<file path="src/rtl/ext_irq_pkg.sv">
package ext_irq_pkg;

    localparam int unsigned XLEN   = 32;
    localparam int unsigned ADDR_W = 12;

    localparam logic [ADDR_W-1:0] ADDR_ENABLE  = 12'h7C0;
    localparam logic [ADDR_W-1:0] ADDR_PENDING = 12'h7C1;

    typedef enum logic [1:0] {
        OP_READ  = 2'b00,
        OP_WRITE = 2'b01,
        OP_SET   = 2'b10,
        OP_CLEAR = 2'b11
    } csr_op_e;

endpackage

</file>
<file path="src/rtl/ext_irq_csr_port.sv">
module ext_irq_csr_port
    import ext_irq_pkg::*;
#(
    parameter int unsigned NL = 32
) (
    input  logic              en_i,
    input  logic [ADDR_W-1:0] addr_i,
    input  logic [1:0]        op_i,
    input  logic [XLEN-1:0]   wdata_i,
    input  logic [NL-1:0]     mask_q_i,
    input  logic [NL-1:0]     pend_q_i,
    output logic              mask_wr_o,
    output logic              pend_wr_o,
    output logic [NL-1:0]     mask_nv_o,
    output logic [NL-1:0]     pend_nv_o,
    output logic [XLEN-1:0]   rdata_o
);

    logic          hit_mask;
    logic          hit_pend;
    logic          do_write;
    logic [NL-1:0] operand;
    csr_op_e       op;

    assign op       = csr_op_e'(op_i);
    assign hit_mask = en_i && (addr_i == ADDR_ENABLE);
    assign hit_pend = en_i && (addr_i == ADDR_PENDING);
    assign do_write = (op != OP_READ);
    assign operand  = wdata_i[NL-1:0];

    function automatic logic [NL-1:0] modify(csr_op_e o, logic [NL-1:0] old, logic [NL-1:0] arg);
        logic [NL-1:0] res;
        case (o)
            OP_WRITE: res = arg;
            OP_SET:   res = old | arg;
            OP_CLEAR: res = old & ~arg;
            default:  res = old;
        endcase
        return res;
    endfunction

    always_comb begin
        mask_wr_o = hit_mask && do_write;
        pend_wr_o = hit_pend && do_write;
        mask_nv_o = modify(op, mask_q_i, operand);
        pend_nv_o = modify(op, pend_q_i, operand);
        rdata_o   = '0;
        if (hit_mask) begin
            rdata_o = XLEN'(mask_q_i);
        end else if (hit_pend) begin
            rdata_o = XLEN'(pend_q_i);
        end
    end

endmodule

</file>
<file path="src/rtl/ext_irq_line.sv">
module ext_irq_line #(
    parameter bit LATCHED = 1'b0,
    parameter bit OFF     = 1'b0
) (
    input  logic irq_i,
    input  logic pend_q_i,
    input  logic sw_wr_i,
    input  logic sw_val_i,
    output logic pend_d_o,
    output logic eoi_d_o
);

    logic held;
    logic held_next;

    always_comb begin
        held      = sw_wr_i ? sw_val_i : pend_q_i;
        held_next = held | irq_i;
        if (OFF) begin
            pend_d_o = 1'b0;
        end else if (LATCHED) begin
            pend_d_o = held_next;
        end else begin
            pend_d_o = irq_i;
        end
        eoi_d_o = LATCHED && !OFF && pend_q_i && !pend_d_o;
    end

endmodule

</file>
<file path="src/rtl/ext_irq_ctrl.sv">
module ext_irq_ctrl
    import ext_irq_pkg::*;
#(
    parameter int unsigned NUM_LINES  = 32,
    parameter logic [31:0] OFF_LINES  = 32'h0000_0000,
    parameter logic [31:0] EDGE_LINES = 32'hFFFF_FFFF,
    parameter bit          FEATURE_EN = 1'b1
) (
    input  logic                 clk,
    input  logic                 rst_n,
    input  logic [NUM_LINES-1:0] irq_i,
    input  logic                 csr_en_i,
    input  logic [11:0]          csr_addr_i,
    input  logic [1:0]           csr_op_i,
    input  logic [31:0]          csr_wdata_i,
    input  logic                 glb_en_i,
    output logic [31:0]          csr_rdata_o,
    output logic                 ext_pend_o,
    output logic                 irq_req_o,
    output logic [NUM_LINES-1:0] eoi_o
);

    localparam logic [NUM_LINES-1:0] OFF_EFF  = FEATURE_EN ? OFF_LINES[NUM_LINES-1:0] : '1;
    localparam logic [NUM_LINES-1:0] EDGE_EFF = EDGE_LINES[NUM_LINES-1:0];
    localparam logic [NUM_LINES-1:0] ALLOWED  = ~OFF_EFF;

    typedef struct packed {
        logic [NUM_LINES-1:0] mask;
        logic [NUM_LINES-1:0] pend;
        logic [NUM_LINES-1:0] eoi;
    } state_t;

    state_t st_d;
    state_t st_q;

    logic                 mask_wr;
    logic                 pend_wr;
    logic [NUM_LINES-1:0] mask_nv;
    logic [NUM_LINES-1:0] pend_nv;
    logic [NUM_LINES-1:0] pend_next;
    logic [NUM_LINES-1:0] eoi_next;
    logic [NUM_LINES-1:0] pend_now;

    ext_irq_csr_port #(.NL(NUM_LINES)) u_port (
        .en_i      (csr_en_i),
        .addr_i    (csr_addr_i),
        .op_i      (csr_op_i),
        .wdata_i   (csr_wdata_i),
        .mask_q_i  (st_q.mask),
        .pend_q_i  (st_q.pend),
        .mask_wr_o (mask_wr),
        .pend_wr_o (pend_wr),
        .mask_nv_o (mask_nv),
        .pend_nv_o (pend_nv),
        .rdata_o   (csr_rdata_o)
    );

    for (genvar i = 0; i < NUM_LINES; i++) begin : g_line
        ext_irq_line #(
            .LATCHED (EDGE_EFF[i]),
            .OFF     (OFF_EFF[i])
        ) u_line (
            .irq_i    (irq_i[i]),
            .pend_q_i (st_q.pend[i]),
            .sw_wr_i  (pend_wr),
            .sw_val_i (pend_nv[i]),
            .pend_d_o (pend_next[i]),
            .eoi_d_o  (eoi_next[i])
        );
    end

    always_comb begin
        st_d      = st_q;
        st_d.pend = pend_next;
        st_d.eoi  = eoi_next;
        if (mask_wr) begin
            st_d.mask = mask_nv & ALLOWED;
        end
    end

    always_ff @(posedge clk or negedge rst_n) begin
        if (!rst_n) begin
            st_q <= '0;
        end else begin
            st_q <= st_d;
        end
    end

    assign pend_now   = st_q.pend;
    assign ext_pend_o = |(st_q.pend & st_q.mask);
    assign irq_req_o  = ext_pend_o & glb_en_i;
    assign eoi_o      = st_q.eoi;

endmodule

</file>
<file path="config.mk">
export PLATFORM = sky130hd
export DESIGN_NAME = ext_irq_ctrl
export DESIGN_NICKNAME = d
export VERILOG_FILES = /design/src/rtl/ext_irq_pkg.sv /design/src/rtl/ext_irq_csr_port.sv /design/src/rtl/ext_irq_line.sv /design/src/rtl/ext_irq_ctrl.sv
export SDC_FILE = /design/constraint.sdc
export NUM_CORES = 1
export LEC_CHECK = 0
export BUFFER_PORTS_ARGS = -buffer_cell sky130_fd_sc_hd__buf_2
export CAP_MARGIN = 10
export CORE_UTILIZATION = 40
export CTS_BUF_LIST = sky130_fd_sc_hd__clkbuf_16
export CTS_CLUSTER_SIZE = 10
export DETAILED_ROUTE_END_ITERATION = 8
export SETUP_SLACK_MARGIN = 0.2
export SLEW_MARGIN = 20
export SYNTH_ARGS = -nofsm -noshare
export SYNTH_HDL_FRONTEND = slang
export SYNTH_HIERARCHICAL = 1
export SYNTH_SLANG_ARGS = --single-unit
</file>
<file path="constraint.sdc">
create_clock -name clk -period 2.07 [get_ports clk]
set_clock_uncertainty 0.05 [all_clocks]
set_input_delay 0.3105 -clock clk [delete_from_list [all_inputs] [get_ports clk]]
set_output_delay 0.3105 -clock clk [all_outputs]
set_load 0.03 [all_outputs]
</file>
==> flow_summary.json, run 1 <==
{
  "die_width_um": 127,
  "warnings_from_yosys": 6,
  "path_clk_slew_ns": 0.07,
  "primary_flip_flop_cell_chosen_by_synthesis_mapping": "dfrtp_1",
  "syn_nets": 660,
  "slew_headroom_pct": 63.2,
  "postRouteAntennaNets": 0,
  "fmaxAchievable_mhz": 467,
  "wire_per_inst_um": 20.2,
  "num_vias": 5173,
  "synthDominantCellAreaShare_pct": 38.6,
  "grt_start_max_net_pins": 97,
  "antenna_cells": 0,
  "critical_path.cell_chain": "a22o_1 -> a221oi_2 -> and4_4 -> nand2_2 -> buf_6",
  "post-place-ws_ns": -0.151,
  "setup-tns-final_ns": -0.329,
  "timing.critical_path.slowest_stage_cell": "dfrtp_1",
  "fraction_of_registers_with_async_set_reset_pct": 100,
  "drt_first_iter_violations": 254,
  "vias_in_the_first_global_route": 5033,
  "clk_path_buf_depth": 2,
  "unrepaired_setup_endpoints_after_global_routing": "true",
  "worst_ep_arrival_time_ns": 1.78,
  "gp_congestion": 0.825,
  "floorplan.die_area_um2": 16100,
  "cap_viol_max_count": 0,
  "tritoncts": "built",
  "synthesis.instances": 578,
  "vias_per_cell": 5.59,
  "grt.overflow.total": 0,
  "cts_max_level": 3,
  "worst-slew-pin-transition_ns": 0.552,
  "setup-violations-final": 8,
  "hold_path.class": "input pin to flip-flop",
  "post-route-worst-setup-slack_ns": -0.0722,
  "synth_area_leaders": "dfrtp_1 (39%), a22oi_1 (8.7%), and4bb_1 (6.4%)",
  "grt_antenna_before_repair": 1,
  "crit_path_time_final_ns": 2.14,
  "wire_length_of_the_first_global_routing_pass_um": 26800,
  "ratio_of_cells_with_drive_above_1_in_the_final_layout_pct": 44.2,
  "place_hpwl_um": 11800,
  "timing.critical_path.to_type": "primary output",
  "worstSkewPairLatency_ns": 0.35,
  "leakagePower_nw": 4.46,
  "tritoncts_buffers": 9,
  "placed_cells_incl_taps": 875,
  "dr.pass1.iters": 5,
  "required_ns": 1.71,
  "worst_setup_path_endpoint": "ext_pend_o",
  "floorplan.initialDensity_pct": 40.9,
  "drc": 0,
  "postRouteWirelength_um": 18700,
  "net_count_reported_at_finish": 815,
  "synth_area_per_cell_um2": 10.8,
  "cp_slowest_stage_delay_ns": 0.42,
  "kind_of_critical_path": "flip-flop to primary output",
  "synthesis.area_um2": 6220,
  "vdd_ir_drop_max_v": 0.000401,
  "slew_viol_final": 0,
  "cts_sinks": 96,
  "ios": 148,
  "failed_checks": "setup timing",
  "areaGrowthSynthToFinish_pct": 43.0,
  "timing.rr.start": "pend_now[20]",
  "synth_seq_area_share_pct": 38.6,
  "core_um2": 15200,
  "timing.reg2reg.setup_slack_ns": 0.89,
  "yosysUniqueCellTypes": 32,
  "placement.io_buffers": 147,
  "worstSetupStartpointType": "flip-flop",
  "timing_hold_violations_final": 0,
  "critPathLaunch": "pend_now[20]",
  "synth_edf_count": 0,
  "yosysTopAreaCell": "dfrtp_1",
  "global_route.usage.total_pct": 21.6,
  "outcome": "finished, violations left",
  "p_per_area_nw_per_um2": 485,
  "worst_r2r_path_depth": 4,
  "timing.final.crit_share_pct": 103,
  "regToRegEndpoint": "eoi_o[20]",
  "crit_fanout": 4,
  "core.rowCount": 45,
  "fin_total_pwr_w": 0.00432,
  "die_height_um": 127,
  "number_of_synthesized_register_bits": 96,
  "stdcell_count": 926,
  "cts.root.buffer_cell": "clkbuf_16",
  "fin_hold_ws_ns": 0.106
}
through the flow:
step / util [%] / cell area [um^2]
global placement: 48.7 / 7410
global route: 58.5 / 8900
detailed placement: 48.7 / 7410
finish: 58.5 / 8900
floorplan: - / 6530
CTS: 52.9 / 8040
cell families after synthesis:
family | share of synthesized area [%]
AO/OA/AOI/OAI | 17.6
XOR/XNOR | 4.51
buffers and inverters | 11.3
flip-flops | 38.6
multiplexers | 10.9
AND/OR/NAND/NOR | 17.0
worst min path at each step:
stage | cells after the start | startpoint | to
2_1_floorplan | 0 | rst_n | eoi_o[0]
3_3_place_gp | 2 | rst_n | eoi_o[12]
3_5_place_dp | 2 | rst_n | eoi_o[11]
4_1_cts | 2 | irq_i[15] | pend_now[15]
5_1_grt | 2 | irq_i[2] | pend_now[2]
6_report | 2 | irq_i[15] | pend_now[15]
timing repair:
action / in CTS / in global routing
cloned: 2 / 13
buffers inserted: 5 / 14
pin swaps: 19 / 22
resized for setup: 61 / 112
endpoints found under the setup margin: 34 / 115
hold buffers: 1 / 0
hold endpoints to repair: 15 / 0
cell usage after synthesis, types with 7 or more instances:
| master | number |
|---|---|
| a211o_1 | 32 |
| buf_2 | 7 |
| o21ai_0 | 29 |
| a22oi_1 | 72 |
| buf_4 | 36 |
| nor2b_1 | 32 |
| inv_1 | 64 |
| dfrtp_1 | 96 |
| mux2_2 | 30 |
| and4bb_1 | 32 |
| xnor2_1 | 32 |
| clkbuf_1 | 17 |
| mux2i_1 | 32 |
| nor4_2 | 30 |
critical path: cells and delay by family (launching register included):
family	cells	cell delay (ns)
buf+inv	1	0.14
flops	1	0.42
compound gates	2	0.50
simple gates	2	0.36
layer usage:
metal / GRT usage [%] / up-vias / routed length [um]
li1: - / 2417 / -
met1: 29.5 / 2556 / 8410
met2: 34.8 / 178 / 8950
met3: 3.50 / 22 / 977
met4: 7.56 / 0 / 359
met5: 0 / - / 0
where the power goes:
group          switching, W  internal, W  total, W
clock              0.000770      0.00105   0.00182
sequential       0.00000176      0.00188   0.00188
combinational      0.000353     0.000264  0.000618
total               0.00113      0.00319   0.00432
flip-flops by register name, indices dropped and copies added, names as in the netlist:
signal / flops
st_q: 32
pend_now: 32
eoi_o: 32
cells in the final DEF, fill, tap and decap left out:
| cell type | n |
|---|---|
| mux2_4 | 32 |
| buf_8 | 1 |
| clkinv_4 | 1 |
| nor2b_4 | 23 |
| or4b_4 | 1 |
| clkinvlp_4 | 1 |
| nand4_1 | 2 |
| buf_16 | 3 |
| buf_12 | 20 |
| a21boi_2 | 1 |
| and4bb_1 | 32 |
| and4_4 | 1 |
| dlygate4sd3_1 | 1 |
| clkinv_2 | 1 |
| nor4_4 | 34 |
| nand2_2 | 1 |
| mux2i_1 | 32 |
| inv_1 | 66 |
| buf_6 | 37 |
| nand4b_1 | 1 |
| o21ai_0 | 29 |
| dfrtp_1 | 96 |
| nor2_2 | 1 |
| buf_2 | 111 |
| a22oi_1 | 72 |
| nor2b_1 | 8 |
| a211o_1 | 32 |
| a221oi_2 | 4 |
| nor2b_2 | 1 |
| o21bai_1 | 1 |
| bufinv_16 | 2 |
| buf_4 | 31 |
| xnor2_1 | 32 |
| clkbuf_16 | 18 |
| nand4bb_4 | 1 |
| a22o_1 | 4 |
| o21ai_1 | 4 |
layout make-up:
| cell class | instances | area [um^2] |
|---|---|---|
| clock buffers | 9 | 225 |
| clock inverters | 7 | 88.8 |
| fillers | 1236 | 6310 |
| inverters | 64 | 240 |
| multi-input cells | 349 | 3770 |
| flip-flops and latches | 96 | 2400 |
| well taps | 188 | 235 |
| repair buffers | 213 | 1940 |
Note: power is estimated with default switching activity, not from simulation.
==> inputs of run 2 (changes only) <==
--- a/config.mk
+++ b/config.mk
@@ -11,8 +11,10 @@
 export CTS_BUF_LIST = sky130_fd_sc_hd__clkbuf_16
 export CTS_CLUSTER_SIZE = 10
 export DETAILED_ROUTE_END_ITERATION = 8
+export HOLD_SLACK_MARGIN = 0.12
+export PLACE_DENSITY_LB_ADDON = 0.2
 export SETUP_SLACK_MARGIN = 0.2
-export SLEW_MARGIN = 20
+export SLEW_MARGIN = 25
 export SYNTH_ARGS = -nofsm -noshare
 export SYNTH_HDL_FRONTEND = slang
 export SYNTH_HIERARCHICAL = 1
==> run 2 against run 1 <==
  * The flow still finishes with violations (setup timing)
  * Combinational power is 5.0% higher
  * Critical path depth did not move
  * First-iteration DRC count rose by 5.5%
  * Via count up 0.72%
  * Maximum frequency rose by 0.22%
  * Core utilization fell by 0.37 points
  * Count of clock-buffer cells in the layout is the same
  * Critical endpoint is now irq_req_o
  * Largest cell class unchanged
==> flow_summary.json, run 2 (synthesis gave the netlist of run 1 again) <==
{
  "outcome": "finished, violations left",
  "failed_checks": "setup timing",
  "critical_path.cell_chain": "a22o_1 -> a221oi_2 -> and4_4 -> a21boi_1 -> buf_4",
  "floorplan.die_area_um2": 16100,
  "setup-tns-final_ns": -0.119,
  "worstSkewPairLatency_ns": 0.35,
  "worstSetupStartpointType": "flip-flop",
  "antenna_cells": 0,
  "postRouteAntennaNets": 0,
  "placement.io_buffers": 147,
  "vias_in_the_first_global_route": 5033,
  "clk_path_buf_depth": 2,
  "cp_slowest_stage_delay_ns": 0.44,
  "cts_sinks": 96,
  "timing.final.crit_share_pct": 103,
  "core_um2": 15200,
  "unrepaired_setup_endpoints_after_global_routing": "true",
  "layout_commonest_cell": "buf_2",
  "required_ns": 1.71,
  "dr.pass1.iters": 4,
  "fmaxAchievable_mhz": 468,
  "final-seq-area_um2": 2400,
  "tritoncts": "built",
  "core.rowCount": 45,
  "grt_antenna_before_repair": 0,
  "wire_per_inst_um": 18.8,
  "leakagePower_nw": 4.37,
  "critical_path.n_buffers_inverters": 1,
  "multi_input_area_um2": 3700,
  "timing.rr.start": "pend_now[20]",
  "cp_num_cells": 5,
  "global_route.usage.total_pct": 21.8,
  "net_count_reported_at_finish": 837,
  "slew_headroom_pct": 66.1,
  "p_per_area_nw_per_um2": 474,
  "critPathLaunch": "pend_now[12]",
  "timing.critical_path.max_delay_family": "compound AO/OA/AOI/OAI gates",
  "ios": 148,
  "place_hpwl_um": 12300,
  "placed_cells_incl_taps": 879,
  "floorplan.initialDensity_pct": 40.9,
  "drt_first_iter_violations": 268,
  "cap_viol_max_count": 0,
  "path_clk_slew_ns": 0.07,
  "wire_length_of_the_first_global_routing_pass_um": 27000,
  "num_vias": 5210,
  "vdd_ir_drop_max_v": 0.000408,
  "fin_total_pwr_w": 0.00419,
  "timing.critical_path.to_type": "primary output",
  "crit_fanout": 5,
  "stdcell_count": 948,
  "die_height_um": 127,
  "timing.critical_path.slowest_stage_cell": "dfrtp_1",
  "areaGrowthSynthToFinish_pct": 42.1,
  "kind_of_critical_path": "flip-flop to primary output",
  "timing.reg2reg.setup_slack_ns": 0.90,
  "commonest_non_fill_non_tap_cells_in_the_layout": "buf_2 (110), dfrtp_1 (96), a22oi_1 (72), inv_1 (66), buf_4 (39)",
  "drc": 0,
  "die_width_um": 127,
  "grt_start_max_net_pins": 39,
  "grt.overflow.total": 0,
  "worst-slew-pin-transition_ns": 0.508,
  "worst_setup_path_endpoint": "irq_req_o",
  "crit_path_time_final_ns": 2.14,
  "regToRegEndpoint": "eoi_o[20]",
  "tritoncts_buffers": 9,
  "ratio_of_cells_with_drive_above_1_in_the_final_layout_pct": 40.3,
  "setup-violations-final": 3,
  "post-route-worst-setup-slack_ns": -0.0675,
  "cts_max_level": 3,
  "postRouteWirelength_um": 17800,
  "slew_viol_final": 0,
  "cts.root.buffer_cell": "clkbuf_16",
  "vias_per_cell": 5.50,
  "gp_congestion": 0.799,
  "timing_hold_violations_final": 0,
  "layout.filler_cells": 1292,
  "worst_ep_arrival_time_ns": 1.78,
  "hold_path.class": "input pin to flip-flop",
  "worst_r2r_path_depth": 4
}
==> run 2: timing repair <==
item | CTS | global route
setup buffers | 8 | 8
gates resized for setup | 59 | 85
gates cloned | 2 | 4
hold buffers | 31 | 0
hold endpoints to repair | 65 | 0
pin swaps | 5 | 27
setup endpoints to repair | 34 | 73
==> run 2: area by class of cell <==
class / count / share of cell area (%)
repair buffers: 235 / 22.4
clock buffers: 9 / 2.55
clock inverters: 7 / 0.623
inverters: 64 / 2.72
well taps: 188 / 2.66
flip-flops and latches: 96 / 27.2
multi-input cells: 349 / 41.9
==> run 2: worst min path at each step <==
stage               from           end  slack [ns]  cells after the start
6_report       irq_i[18]  pend_now[18]        0.12                      2
5_1_grt        irq_i[18]  pend_now[18]        0.13                      2
4_1_cts        irq_i[18]  pend_now[18]        0.12                      2
3_5_place_dp       rst_n     eoi_o[11]        0.27                      1
3_3_place_gp       rst_n     eoi_o[11]        0.27                      1
2_1_floorplan      rst_n      eoi_o[0]       -0.04                      0
==> run 2: report_power, final <==
part	switching, W	leakage [nW]	internal, W	total, W
Combinational	0.000353	3.05	0.000296	0.000649
Clock	0.000747	0.147	0.000917	0.00166
Sequential	0.00000178	1.17	0.00188	0.00188
Total	0.00110	4.37	0.00309	0.00419
==> run 2: per-layer routing <==
metal  global-route usage (%)  share of wire [%]  routed length [um]
met5                        0                  0                   0
met4                     7.00                1.8                 327
met3                     2.74                3.7                 650
met2                     37.0                 48                8570
met1                     29.1                 46                8240
==> run 2: through the flow <==
stage | utilization [%] | hold WS [ns] | worst slack (ns) | cell area [um^2]
final | 58.1 | 0.125 | -0.0675 | 8840
after global routing | 58.1 | 0.128 | -0.152 | 8840
after CTS | 54.8 | 0.120 | -0.116 | 8340
after detailed placement | 48.8 | 0.271 | -0.152 | 7420
after global placement | 48.8 | 0.270 | -0.130 | 7420
after floorplan | - | -0.0351 | -1.42 | 6530
==> inputs of run 3 (changes only) <==
--- a/config.mk
+++ b/config.mk
@@ -7,7 +7,7 @@
 export LEC_CHECK = 0
 export BUFFER_PORTS_ARGS = -buffer_cell sky130_fd_sc_hd__buf_2
 export CAP_MARGIN = 10
-export CORE_UTILIZATION = 40
+export CORE_UTILIZATION = 55
 export CTS_BUF_LIST = sky130_fd_sc_hd__clkbuf_16
 export CTS_CLUSTER_SIZE = 10
 export DETAILED_ROUTE_END_ITERATION = 8
==> run 3 against run 2 <==
  * The flow still finishes with violations (setup timing)
  * Combinational power down 3%
  * Via count up 0.15%
  * Count of clock-buffer cells in the layout unchanged
  * Sequential cell count unchanged
  * Maximum frequency down 0.88%
  * Core utilization up 18 points
  * Die area down 27%
  * Design area down 6.4%
  * Power up 2.0%
  * First-iteration DRC count up 16%
  * Setup slack worse by 0.019 ns
  * Sequential power about the same
==> flow_summary.json, run 3 (synthesis gave the netlist of run 1 again) <==
{
  "ios": 148,
  "kind_of_critical_path": "flip-flop to primary output",
  "worstSkewPairLatency_ns": 0.34,
  "timing.critical_path.slowest_stage_cell": "dfrtp_1",
  "timing.reg2reg.setup_slack_ns": 0.91,
  "hold_path_startpoint": "irq_i[28]",
  "grt_start_max_net_pins": 44,
  "floorplan.die_area_um2": 11700,
  "fin_total_pwr_w": 0.00428,
  "p_per_area_nw_per_um2": 517,
  "crit_fanout": 2,
  "share_comb_of_total_power_pct": 14.8,
  "floorplan.initialDensity_pct": 56.9,
  "clk_path_buf_depth": 2,
  "fin_hold_ws_ns": 0.126,
  "layout_commonest_cell": "buf_2",
  "tritoncts_buffers": 9,
  "path_clk_slew_ns": 0.07,
  "outcome": "finished, violations left",
  "layout.filler_cells": 740,
  "cp_slowest_stage_delay_ns": 0.40,
  "cts_sinks": 96,
  "placement.cell_area_um2": 7360,
  "hold_path.class": "input pin to flip-flop",
  "core_um2": 10900,
  "power_frac_clock_pct": 41.3,
  "timing_hold_violations_final": 0,
  "dr.pass1.iters": 5,
  "vias_per_cell": 5.99,
  "wire_per_inst_um": 19.5,
  "fin_area_um2": 8280,
  "critPathLaunch": "st_q[84]",
  "required_ns": 1.71,
  "worst_ep_arrival_time_ns": 1.80,
  "setup-violations-final": 2,
  "fmaxAchievable_mhz": 464,
  "gp_congestion": 0.832,
  "die_height_um": 108,
  "final-seq-area_um2": 2400,
  "ratio_of_cells_with_drive_above_1_in_the_final_layout_pct": 38.9,
  "multi_input_area_um2": 3570,
  "post-route-worst-setup-slack_ns": -0.0864,
  "grt.overflow.total": 0,
  "stdcell_count": 871,
  "worst-slew-pin-transition_ns": 0.489,
  "leakagePower_nw": 4.05,
  "timing.final.crit_share_pct": 104,
  "vias_in_the_first_global_route": 5150,
  "postRouteWirelength_um": 17000,
  "placement.io_buffers": 147,
  "critical_path.n_buffers_inverters": 1,
  "cts.root.buffer_cell": "clkbuf_16",
  "num_vias": 5218,
  "seq_power_share_pct": 43.9,
  "vdd_ir_drop_max_v": 0.000316,
  "areaGrowthSynthToFinish_pct": 33.1,
  "total_switching_power_w": 0.00108,
  "failed_checks": "setup timing",
  "crit_path_time_final_ns": 2.16,
  "cts_max_level": 3,
  "timing.critical_path.to_type": "primary output",
  "layout.core_utilization_pct": 75.7,
  "timing.critical_path.max_delay_family": "compound AO/OA/AOI/OAI gates",
  "critical_path.cell_chain": "a22o_1 -> a221oi_4 -> and4_4 -> a21boi_2 -> buf_6",
  "postRouteAntennaNets": 0,
  "worstSetupStartpointType": "flip-flop",
  "antenna_cells": 0,
  "place_hpwl_um": 11700,
  "unrepaired_setup_endpoints_after_global_routing": "true",
  "intPower_w": 0.00320,
  "die_width_um": 108,
  "cap_viol_max_count": 0,
  "drt_first_iter_violations": 311,
  "slew_viol_final": 0,
  "wire_length_of_the_first_global_routing_pass_um": 25600,
  "grt_antenna_before_repair": 0,
  "drc": 0,
  "timing.rr.start": "pend_now[26]",
  "slew_headroom_pct": 67.4,
  "global_route.usage.total_pct": 28.6,
  "placed_cells_incl_taps": 832,
  "core.rowCount": 38,
  "commonest_non_fill_non_tap_cells_in_the_layout": "buf_2 (110), dfrtp_1 (96), a22oi_1 (72), inv_1 (65), buf_4 (45)",
  "switching_share_pct": 25.2,
  "net_count_reported_at_finish": 808,
  "tritoncts": "built"
}
## run 3: changes by cell type in the layout (fill, tap and decap cells not counted), moves of 3 or more
cell           previous run  this run
clkbuf_16                12         9
nor2b_4                  16         0
dlygate4sd3_1            31         9
mux2_2                    0         6
buf_4                    39        45
nor2b_1                  15        32
buf_6                    34        27
mux2_4                   32        24
## run 3: area by class of cell
| class | count | area share, % |
|---|---|---|
| multi-input cells | 349 | 43.1 |
| clock inverters | 7 | 1.06 |
| flip-flops and latches | 96 | 29.0 |
| repair buffers | 206 | 19.1 |
| inverters | 64 | 2.90 |
| well taps | 140 | 2.12 |
| clock buffers | 9 | 2.72 |
## run 3: power groups by stage
stage | sequential [W] | clock (W) | combinational, W
after floorplan | 0.00191 | 0 | 0.000352
after global placement | 0.00191 | 0 | 0.000561
after detailed placement | 0.00191 | 0 | 0.000583
after CTS | 0.00188 | 0.00180 | 0.000610
after global routing | 0.00188 | 0.00188 | 0.000675
final | 0.00188 | 0.00177 | 0.000631
## run 3: what timing repair did
action                                  4_1_cts  5_1_grt
pin swaps                                     5        3
hold endpoints to repair                     36        2
gates cloned                                  0        2
endpoints found under the setup margin       34       51
gates resized for setup                      59       56
buffers inserted                              6        6
hold buffers                                  7        2
## run 3: worst paths after layout
check,to,cells past startpoint
max,irq_req_o,5
min in group asynchronous,eoi_o[4],2
min,pend_now[28],2
min reg2reg,st_q[69],1
max in group asynchronous,pend_now[29],3
max reg2reg,eoi_o[26],3
## run 3: metrics by stage
step	setup WS, ns	setup TNS [ns]
final	-0.0864	-0.163
after global routing	-0.130	-0.248
after CTS	-0.0688	-0.130
after detailed placement	-0.120	-3.73
after global placement	-0.0553	-1.18
after floorplan	-1.42	-90.45
## run 3: metal layers
| metal | wire length (um) | part of all wire (%) | up-vias | GRT usage, % |
|---|---|---|---|---|
| met1 | 7020 | 41 | 2566 | 36.2 |
| met3 | 986 | 5.8 | 37 | 5.18 |
| met4 | 369 | 2.2 | 0 | 10.1 |
| met5 | 0 | 0 | - | 0 |
| li1 | - | - | 2399 | - |
| met2 | 8590 | 51 | 216 | 48.8 |
